`src/rtl/iq_pkg.sv`:
```
package iq_pkg;

  // Circular pointer advance for a queue of the given depth
  function automatic int unsigned wrap_inc(int unsigned p, int unsigned depth);
    return (p + 1 == depth) ? 0 : p + 1;
  endfunction

  // Occupancy after one cycle of simultaneous push and pop
  function automatic int unsigned occ_next(int unsigned occ, logic push, logic pop);
    return occ + (push ? 1 : 0) - (pop ? 1 : 0);
  endfunction

endpackage

```
`src/rtl/iq_store.sv`:
```
module iq_store #(
  parameter int LINE_W = 10,
  parameter int DEPTH  = 4,
  localparam int PTR_W = (DEPTH > 1) ? $clog2(DEPTH) : 1,
  localparam int CNT_W = $clog2(DEPTH + 1)
) (
  input  logic                      clk,
  input  logic                      rst_n,
  input  logic                      push,
  input  logic [LINE_W-1:0]         push_line,
  input  logic                      pop,
  output logic [LINE_W-1:0]         head_line,
  output logic [DEPTH*LINE_W-1:0]   ent_lines,
  output logic [DEPTH-1:0]          ent_vld,
  output logic [CNT_W-1:0]          occ,
  output logic                      empty,
  output logic                      full
);
  logic [LINE_W-1:0] slot [DEPTH];
  logic [PTR_W-1:0]  wr_ptr, rd_ptr;

  assign empty     = (occ == '0);
  assign full      = (occ == CNT_W'(DEPTH));
  assign head_line = slot[rd_ptr];

  always_ff @(posedge clk) begin
    if (!rst_n) begin
      wr_ptr <= '0;
      rd_ptr <= '0;
      occ    <= '0;
    end else begin
      if (push) wr_ptr <= PTR_W'(iq_pkg::wrap_inc(int'(wr_ptr), DEPTH));
      if (pop)  rd_ptr <= PTR_W'(iq_pkg::wrap_inc(int'(rd_ptr), DEPTH));
      occ <= CNT_W'(iq_pkg::occ_next(int'(occ), push, pop));
    end
  end

  for (genvar i = 0; i < DEPTH; i++) begin : g_slot
    always_ff @(posedge clk) begin
      if (!rst_n) begin
        slot[i]    <= '0;
        ent_vld[i] <= 1'b0;
      end else begin
        if (pop && rd_ptr == PTR_W'(i)) ent_vld[i] <= 1'b0;
        if (push && wr_ptr == PTR_W'(i)) begin
          slot[i]    <= push_line;
          ent_vld[i] <= 1'b1;
        end
      end
    end
    assign ent_lines[i*LINE_W +: LINE_W] = slot[i];
  end

  assert_no_overflow_R3: assert property (@(posedge clk) disable iff (!rst_n)
    (full && push) |-> pop);
  assert_no_underflow_R5: assert property (@(posedge clk) disable iff (!rst_n)
    pop |-> !empty);
  assert_occ_track_R5: assert property (@(posedge clk) disable iff (!rst_n)
    1'b1 |=> int'(occ) == int'($past(occ)) + int'($past(push)) - int'($past(pop)));
  assert_vld_match_R5: assert property (@(posedge clk) disable iff (!rst_n)
    $countones(ent_vld) == int'(occ));
endmodule

```
`src/rtl/iq_lookup.sv`:
```
module iq_lookup #(
  parameter int LINE_W = 10,
  parameter int DEPTH  = 4
) (
  input  logic [LINE_W-1:0]       probe_line,
  input  logic [DEPTH*LINE_W-1:0] ent_lines,
  input  logic [DEPTH-1:0]        ent_vld,
  output logic                    hit
);
  logic [DEPTH-1:0] match_vec;

  for (genvar i = 0; i < DEPTH; i++) begin : g_cmp
    assign match_vec[i] = ent_vld[i] && (ent_lines[i*LINE_W +: LINE_W] == probe_line);
  end

  assign hit = |match_vec;
endmodule

```
`src/rtl/iq_drain.sv`:
```
module iq_drain #(
  parameter int CNT_W = 3
) (
  input  logic             clk,
  input  logic             rst_n,
  input  logic             req,
  input  logic [CNT_W-1:0] occ,
  input  logic             pop,
  output logic             done
);
  logic             armed;
  logic [CNT_W-1:0] older_left;

  always_ff @(posedge clk) begin
    if (!rst_n) begin
      armed      <= 1'b0;
      older_left <= '0;
    end else if (!req) begin
      armed      <= 1'b0;
      older_left <= '0;
    end else if (!armed) begin
      armed      <= 1'b1;
      older_left <= occ - CNT_W'(pop);
    end else if (pop && older_left != '0) begin
      older_left <= older_left - 1'b1;
    end
  end

  assign done = !req || (armed ? (older_left == '0) : (occ == '0));

  assert_drain_bound_R9: assert property (@(posedge clk) disable iff (!rst_n)
    armed |-> older_left <= occ);
  assert_drain_hold_R9: assert property (@(posedge clk) disable iff (!rst_n)
    (req && armed && !pop) |=> (!req || older_left == $past(older_left)));
endmodule

```
`src/rtl/inv_queue_ctrl.sv`:
```
module inv_queue_ctrl #(
  parameter int ADDR_W   = 16,
  parameter int OFFSET_W = 6,
  parameter int DEPTH    = 4,
  localparam int LINE_W  = ADDR_W - OFFSET_W,
  localparam int CNT_W   = $clog2(DEPTH + 1)
) (
  input  logic              clk,
  input  logic              rst_n,
  input  logic              inv_valid,
  input  logic [ADDR_W-1:0] inv_addr,
  output logic              inv_ack,
  input  logic              msg_valid,
  input  logic [ADDR_W-1:0] msg_addr,
  output logic              msg_stall,
  output logic              cinv_valid,
  output logic [LINE_W-1:0] cinv_line,
  input  logic              cache_busy,
  input  logic              drain_req,
  output logic              drain_done
);
  logic                    apply_fire, enq_fire, q_empty, q_full, line_hit;
  logic [CNT_W-1:0]        q_occ;
  logic [DEPTH*LINE_W-1:0] q_lines;
  logic [DEPTH-1:0]        q_vld;
  logic [LINE_W-1:0]       in_line, probe_line;

  assign in_line    = inv_addr[ADDR_W-1:OFFSET_W];
  assign probe_line = msg_addr[ADDR_W-1:OFFSET_W];

  assign apply_fire = !q_empty && !cache_busy;
  assign enq_fire   = inv_valid && (!q_full || apply_fire);
  assign inv_ack    = enq_fire;
  assign cinv_valid = apply_fire;
  assign msg_stall  = msg_valid && line_hit;

  iq_store #(.LINE_W(LINE_W), .DEPTH(DEPTH)) u_store (
    .clk(clk), .rst_n(rst_n),
    .push(enq_fire), .push_line(in_line), .pop(apply_fire),
    .head_line(cinv_line), .ent_lines(q_lines), .ent_vld(q_vld),
    .occ(q_occ), .empty(q_empty), .full(q_full)
  );

  iq_lookup #(.LINE_W(LINE_W), .DEPTH(DEPTH)) u_lookup (
    .probe_line(probe_line), .ent_lines(q_lines), .ent_vld(q_vld), .hit(line_hit)
  );

  iq_drain #(.CNT_W(CNT_W)) u_drain (
    .clk(clk), .rst_n(rst_n), .req(drain_req), .occ(q_occ),
    .pop(apply_fire), .done(drain_done)
  );

  assert_ack_needs_req_R2: assert property (@(posedge clk) disable iff (!rst_n)
    inv_ack |-> inv_valid);
  assert_full_refuse_R3: assert property (@(posedge clk) disable iff (!rst_n)
    (q_full && cache_busy) |-> !inv_ack);
  assert_busy_blocks_R6: assert property (@(posedge clk) disable iff (!rst_n)
    cache_busy |-> !cinv_valid);
  assert_busy_keeps_R6: assert property (@(posedge clk) disable iff (!rst_n)
    (cache_busy && !inv_ack) |=> $stable(q_occ));
  assert_stall_pending_R7: assert property (@(posedge clk) disable iff (!rst_n)
    msg_stall |-> (msg_valid && !q_empty));
  assert_drain_idle_R11: assert property (@(posedge clk) disable iff (!rst_n)
    !drain_req |-> drain_done);
endmodule

```
`config.mk`:
```
export PLATFORM = sky130hd
export DESIGN_NAME = inv_queue_ctrl
export DESIGN_NICKNAME = d
export VERILOG_FILES = /design/src/rtl/iq_pkg.sv /design/src/rtl/iq_store.sv /design/src/rtl/iq_lookup.sv /design/src/rtl/iq_drain.sv /design/src/rtl/inv_queue_ctrl.sv
export SDC_FILE = /design/constraint.sdc
export NUM_CORES = 1
export LEC_CHECK = 0
export CAP_MARGIN = 25
export CELL_PAD_IN_SITES_DETAIL_PLACEMENT = 0
export CELL_PAD_IN_SITES_GLOBAL_PLACEMENT = 2
export CORE_UTILIZATION = 35
export DETAILED_ROUTE_END_ITERATION = 10
export PLACE_DENSITY_LB_ADDON = 0.1
export SETUP_SLACK_MARGIN = 0.15
export SYNTH_ARGS = -nofsm -noshare
export SYNTH_HDL_FRONTEND = slang
export SYNTH_SLANG_ARGS = --single-unit
```
`constraint.sdc`:
```
create_clock -name clk -period 2.4 [get_ports clk]
set_clock_uncertainty 0.15 [all_clocks]
set_input_delay 0.24 -clock clk [delete_from_list [all_inputs] [get_ports clk]]
set_output_delay 0.24 -clock clk [all_outputs]
set_load 0.005 [all_outputs]
```
== Yosys cells after proc, flatten, opt, wreduce, memory -nomap -nowiden ==
Memories as Yosys holds them, arrays and structs flattened. A register that Yosys moved wholly into a read port is not among the register bits.
Cells that the tools add are included.
W data, S select, Z words.

* Output and inout bits: 14
* Memories: 1
* ROM bits: 0
* Register bits: 15
* Latch bits: 0
* Bits of input ports: 38
* Bits in writable memories: 40

* Add/sub/neg operators: 6
* Bitwise operators: 4
* Reduce and logical (&&, ||, !) cells: 33
* Shifts and indexed selects: 0
* Multiply operators: 0
* $lt $le $gt $ge: 0
* Muxes and demuxes: 35
* Eq/ne operators: 14
* Div/mod/pow operators: 0

{| class="wikitable"
|+ Memories
! memory !! depth !! width !! rd ports !! clocked after memory_dff !! write ports !! RTL line !! text
|-
| u_store.slot || 4 || 10 || 5 || 1 || 4 || iq_store.sv:19 || <nowiki>logic [LINE_W-1:0] slot [DEPTH];</nowiki>
|}

{| class="wikitable"
|+ Operator list
! cell !! number
|-
| $eq A10 B10 Y1 || 4
|-
| $mux W10 || 4
|-
| $mux W1 || 25
|-
| $logic_and A1 B1 Y1 || 16
|-
| $eq A3 B3 Y1 const B || 3
|-
| $eq A2 B2 Y1 const B || 4
|-
| $mux W2 || 4
|-
| $reduce_bool A2 Y1 || 4
|-
| $add A2 B1 Y3 const B || 2
|-
| $logic_not A3 Y1 || 2
|-
| $mux W3 || 2
|-
| $eq A2 B1 Y1 const B || 2
|-
| $logic_not A1 Y1 || 4
|-
| $logic_not A2 Y1 || 2
|-
| $or A1 B1 Y1 || 4
|-
| $reduce_or A4 Y1 || 1
|-
| $add A3 B3 Y3 || 1
|-
| $reduce_bool A3 Y1 || 1
|-
| $sub A3 B1 Y3 || 1
|-
| $sub A3 B1 Y3 const B || 1
|-
| $sub A3 B3 Y3 || 1
|-
| $logic_or A1 B1 Y1 || 2
|-
| $ne A2 B2 Y1 const B || 1
|-
| $reduce_and A2 Y1 || 1
|}

== Longest topological paths before layout ==
* Depth in word-level cells: 10
* Mapped depth: 8

== Modules after synthesis ==
A second synthesis with hierarchy kept.

* Cell total of the unflattened synthesis: 259
* Area total of the unflattened synthesis: 3,151.8 um2

{| class="wikitable"
|+ By module, submodules not included
! module !! sequential area each (um2) !! area an instance (um2) !! instances !! cells an instance
|-
| iq_store || 1,461.4 || 2,396.0 || 1 || 166
|-
| iq_lookup || 0.0 || 466.7 || 1 || 59
|-
| iq_drain || 80.1 || 267.8 || 1 || 30
|-
| inv_queue_ctrl || 0.0 || 21.3 || 1 || 4
|}

== Worst setup path before layout ==
Ideal clock, no wire load.

* Path type: flip-flop to flip-flop
* Start point: reg u_store.occ[0]
* End point: reg u_store.occ[2]
* Data required time: 2,135 ps
* Arrival time: 1,682 ps
* Slack: 453 ps
* Stages on the path, launching flop included: 9
* Path buffers: 0
* Library setup time: 115 ps
* Cell sequence: dfxtp_1 nor3_2 nor3_1 inv_1 nand2_1 ha_1 fa_1 xnor2_1 and2_1

* Cells in the longest elaborated chain, start to end: 8

{| class="wikitable"
|+ RTL lines
! what !! RTL line !! text
|-
| start, declared || iq_store.sv:15 || <nowiki>output logic [CNT_W-1:0] occ,</nowiki>
|-
| start signal, assigned || iq_store.sv:34 || <nowiki>occ <= CNT_W'(iq_pkg::occ_next(int'(occ), push, pop));</nowiki>
|-
| $logic_not A3 Y1 || iq_store.sv:22 || <nowiki>assign empty = (occ == '0);</nowiki>
|-
| $logic_not A1 Y1 || inv_queue_ctrl.sv:31 || <nowiki>assign apply_fire = !q_empty && !cache_busy;</nowiki>
|-
| $logic_and A1 B1 Y1 || inv_queue_ctrl.sv:31 ||
|-
| $logic_or A1 B1 Y1 || inv_queue_ctrl.sv:32 || <nowiki>assign enq_fire = inv_valid && (!q_full || apply_fire);</nowiki>
|-
| $logic_and A1 B1 Y1 || inv_queue_ctrl.sv:32 ||
|-
| $mux W1 || iq_pkg.sv:10 || <nowiki>return occ + (push ? 1 : 0) - (pop ? 1 : 0);</nowiki>
|-
| $add A3 B3 Y3 || iq_pkg.sv:10 ||
|-
| $sub A3 B3 Y3 (*) || iq_pkg.sv:10 ||
|}

Mark *: on every way between the ends. The rest lies on a longest branch, timed or not.
A chain may end at the register's enable or synchronous reset.

== Worst setup path in the final report ==
* Start point: in cache_busy
* End point: out inv_ack

* Cells in the longest elaborated chain, start to end: 4

{| class="wikitable"
|+ RTL lines
! what !! RTL line !! text
|-
| start, declared || inv_queue_ctrl.sv:18 || <nowiki>input logic cache_busy,</nowiki>
|-
| $logic_not A1 Y1 || inv_queue_ctrl.sv:31 ||
|-
| $logic_and A1 B1 Y1 || inv_queue_ctrl.sv:31 ||
|-
| $logic_or A1 B1 Y1 || inv_queue_ctrl.sv:32 ||
|-
| $logic_and A1 B1 Y1 || inv_queue_ctrl.sv:32 ||
|-
| end, declared || inv_queue_ctrl.sv:12 || <nowiki>output logic inv_ack,</nowiki>
|}

Every way passes these cells.

==> reports/results.txt <==
Max Fanout on Critical Path: 8
Setup crit start kind: input port
layout cells sized above 1: 16.8%
starting density of the core: 36.2%
drt total wl: 7.14 mm
P_leak: 1.58 nW
Post-Layout Cell Count: 424
placed insts: 405
CTS clock-pin slew for the worst setup and hold paths: 0.06 ns
synthesized area: 0.00316 mm2
Seq/Total Area, Yosys: 48.9%
drt via density: 4.67
placer's final routability congestion estimate: 0.797
first-pass GRT wire length: 11.2 mm
DP Wirelength: 4.95 mm
Wirelength per Cell: 16.8 um
core area: 0.00872 mm2
CP max stage cell: clkdlybuf4s50_1
final net count: 364
Crit Path Category: input port to output port
DRC Markers: 0
most frequent CP cell: clkdlybuf4s50_1
Setup violations, final: 0
initial antenna violation count: 0
CTS H-tree lvls: 3
# hold bufs at CTS: 0
IO Pins: 52
Die Wd: 97.0 um
slew of the pin with the lowest slew margin: 0.558 ns
DRT Pass-1 Iters: 4
number of global-route vias before repair: 2039
CTS tree: yes
Netlist cell types: 33
diodes inserted: 0
#FFs+latches synth: 57
Synth Net Count: 320
pre-CTS WS: -0.0528 ns
Cell Rows: 34
final hold vios: 0
total power: 3.08 mW
CTS buffer count: 9
Fmax: 460 MHz
Pwr Density: 772 mW/mm2
antenna-violating nets left: 0
clock sink total: 57
Die Ht: 97.0 um
commonest non-fill, non-tap cell in the layout: and2_1
largest stage delay on the critical path: 0.47 ns
Area Overhead vs Synth: 26.4%
largest net degree at the start of global routing: 14
Root Driver: clkbuf_8
fin. max-slew vios: 0
Final min period: 2.17 ns
RSZ-0062 raised after global routing: no
Synth Warn #: 0
crit end category: output port
CP Cell Sequence: clkdlybuf4s50_1 > nand2_1 > o31a_1 > buf_4 > clkdlybuf4s50_1
hold crit path type: flip-flop to flip-flop
status: complete, no violations
Peak VDD IR: 0.293 mV
Max-slew headroom: 62.8%
DR vias: 1978
Setup WS post-layout: 0.227 ns
grt ovf: 0
maxcap violations: 0
CTS max path bufs: 2
input/output buffers: 39
Tot GR Track Use: 16.0%
commonest cells after routing, fill and taps aside: and2_1 (43), edfxtp_1 (40), xnor2_1 (36)
Mean Syn Cell Area: 11.8 um2
worst skew pair latency: 0.32 ns
WHS: 0.343 ns
Syn Inst Count: 267
Final period util: 90.6%
WP data arrival: 1.78 ns
Critical Path RT: 2.01 ns
DR iter-0 viols: 68
die area: 0.00940 mm2
fin util: 45.7%
-- worst max-delay path: cells and delay by family --
kind	cells	cell delay [ns]
buffers and inverters	3	1.12
AND/OR/NAND/NOR	1	0.05
AO/OA/AOI/OAI	1	0.37
-- sequential cells by signal, indices dropped and copies added (netlist names), named ones only --
| register | flops |
|---|---|
| u_store.rd_ptr | 2 |
| u_store.occ | 3 |
| u_store.slot | 40 |
| u_drain.older_left | 3 |
| u_drain.armed | 1 |
| u_store.wr_ptr | 2 |
| u_store.ent_vld | 4 |
-- cell families (layout without fill, tap and decap cells) --
family / count (synthesis) / in the layout / share of synthesized area, %
adder cells (fa/ha/maj): 15 / 15 / 6.19
flip-flops: 57 / 57 / 48.9
buffers and inverters: 30 / 79 / 3.97
AO/OA/AOI/OAI: 13 / 13 / 3.33
AND/OR/NAND/NOR: 93 / 93 / 16.7
multiplexers: 15 / 15 / 8.80
XOR/XNOR: 44 / 44 / 12.2
-- synth_stat cells --
master     n  share of area (%)
a211oi_1   3               0.71
a21boi_0   1               0.24
a31o_2     4                1.1
and2_1    43                8.5
and3_1     4               0.79
buf_1      4               0.48
buf_2      4               0.63
buf_6      1               0.36
clkbuf_1  11                1.3
dfxtp_1   17                 11
edfxtp_1  40                 38
fa_1       1               0.63
ha_1      14                5.6
inv_1     10                1.2
mux2_1     2               0.71
mux2i_1    3               0.95
mux4_2    10                7.1
nand2_1   18                2.1
nand3_1    4               0.63
nand4_1    8                1.6
nor2_1     4               0.48
nor2b_1    3               0.59
nor3_1     5               0.79
nor3_2     1               0.32
nor3b_1    1               0.24
nor4_1     1               0.20
o21a_1     2               0.48
o21ai_0    1               0.16
o31a_1     1               0.28
o41a_1     1               0.36
or3_4      1               0.36
xnor2_1   42                 12
xor2_1     2               0.56
-- final timing paths --
check,from,end,slack (ns),cells after the start
worst min-delay path,u_store.ent_vld[3]$_SDFFE_PN0P_,u_store.ent_vld[3]$_SDFFE_PN0P_,0.34,1
worst max-delay path,cache_busy,inv_ack,0.23,5
worst max register to register,u_store.occ[2]$_SDFF_PN0_,u_store.occ[2]$_SDFF_PN0_,0.42,6
worst min register to register,u_store.ent_vld[3]$_SDFFE_PN0P_,u_store.ent_vld[3]$_SDFFE_PN0P_,0.34,1
-- final cells by class --
class,count,area (um2)
Timing Repair Buffer,53,531
Tap cell,108,135
Inverter,10,37.5
Fill cell,824,4730
Multi-Input combinational cell,180,1540
Clock buffer,13,159
Sequential cell,57,1550
Clock inverter,3,40.0
-- through the flow --
| step | instance area [um2] | setup TNS, ns |
|---|---|---|
| after floorplan | 3160 | 0 |
| after global placement | 3680 | -0.0412 |
| after detailed placement | 3680 | -0.0528 |
| after CTS | 3890 | 0 |
| after global routing | 3990 | 0 |
| final | 3990 | 0 |
-- power breakdown --
group | leakage [nW] | switching (mW) | internal (mW) | total [mW]
sequential | 0.560 | 0.101 | 1.18 | 1.28
clock | 0.103 | 0.373 | 0.534 | 0.907
combinational | 0.920 | 0.377 | 0.511 | 0.888
total | 1.58 | 0.852 | 2.22 | 3.08
-- metal layers --
layer	vias to the layer above	global-route usage [%]	share of wire, %
li1	1011	-	-
met1	922	20.5	48
met2	37	27.0	48
met3	8	3.83	3.0
met4	0	4.13	0.87
met5	-	0	0
-- what timing repair did --
action,CTS,global route
setup buffers,0,2
endpoints found under the setup margin,11,12
hold endpoints to repair,0,0
gates resized for setup,16,16
pin swaps,5,6
cloned,0,1
No activity file was read; power rests on OpenSTA's default activity.
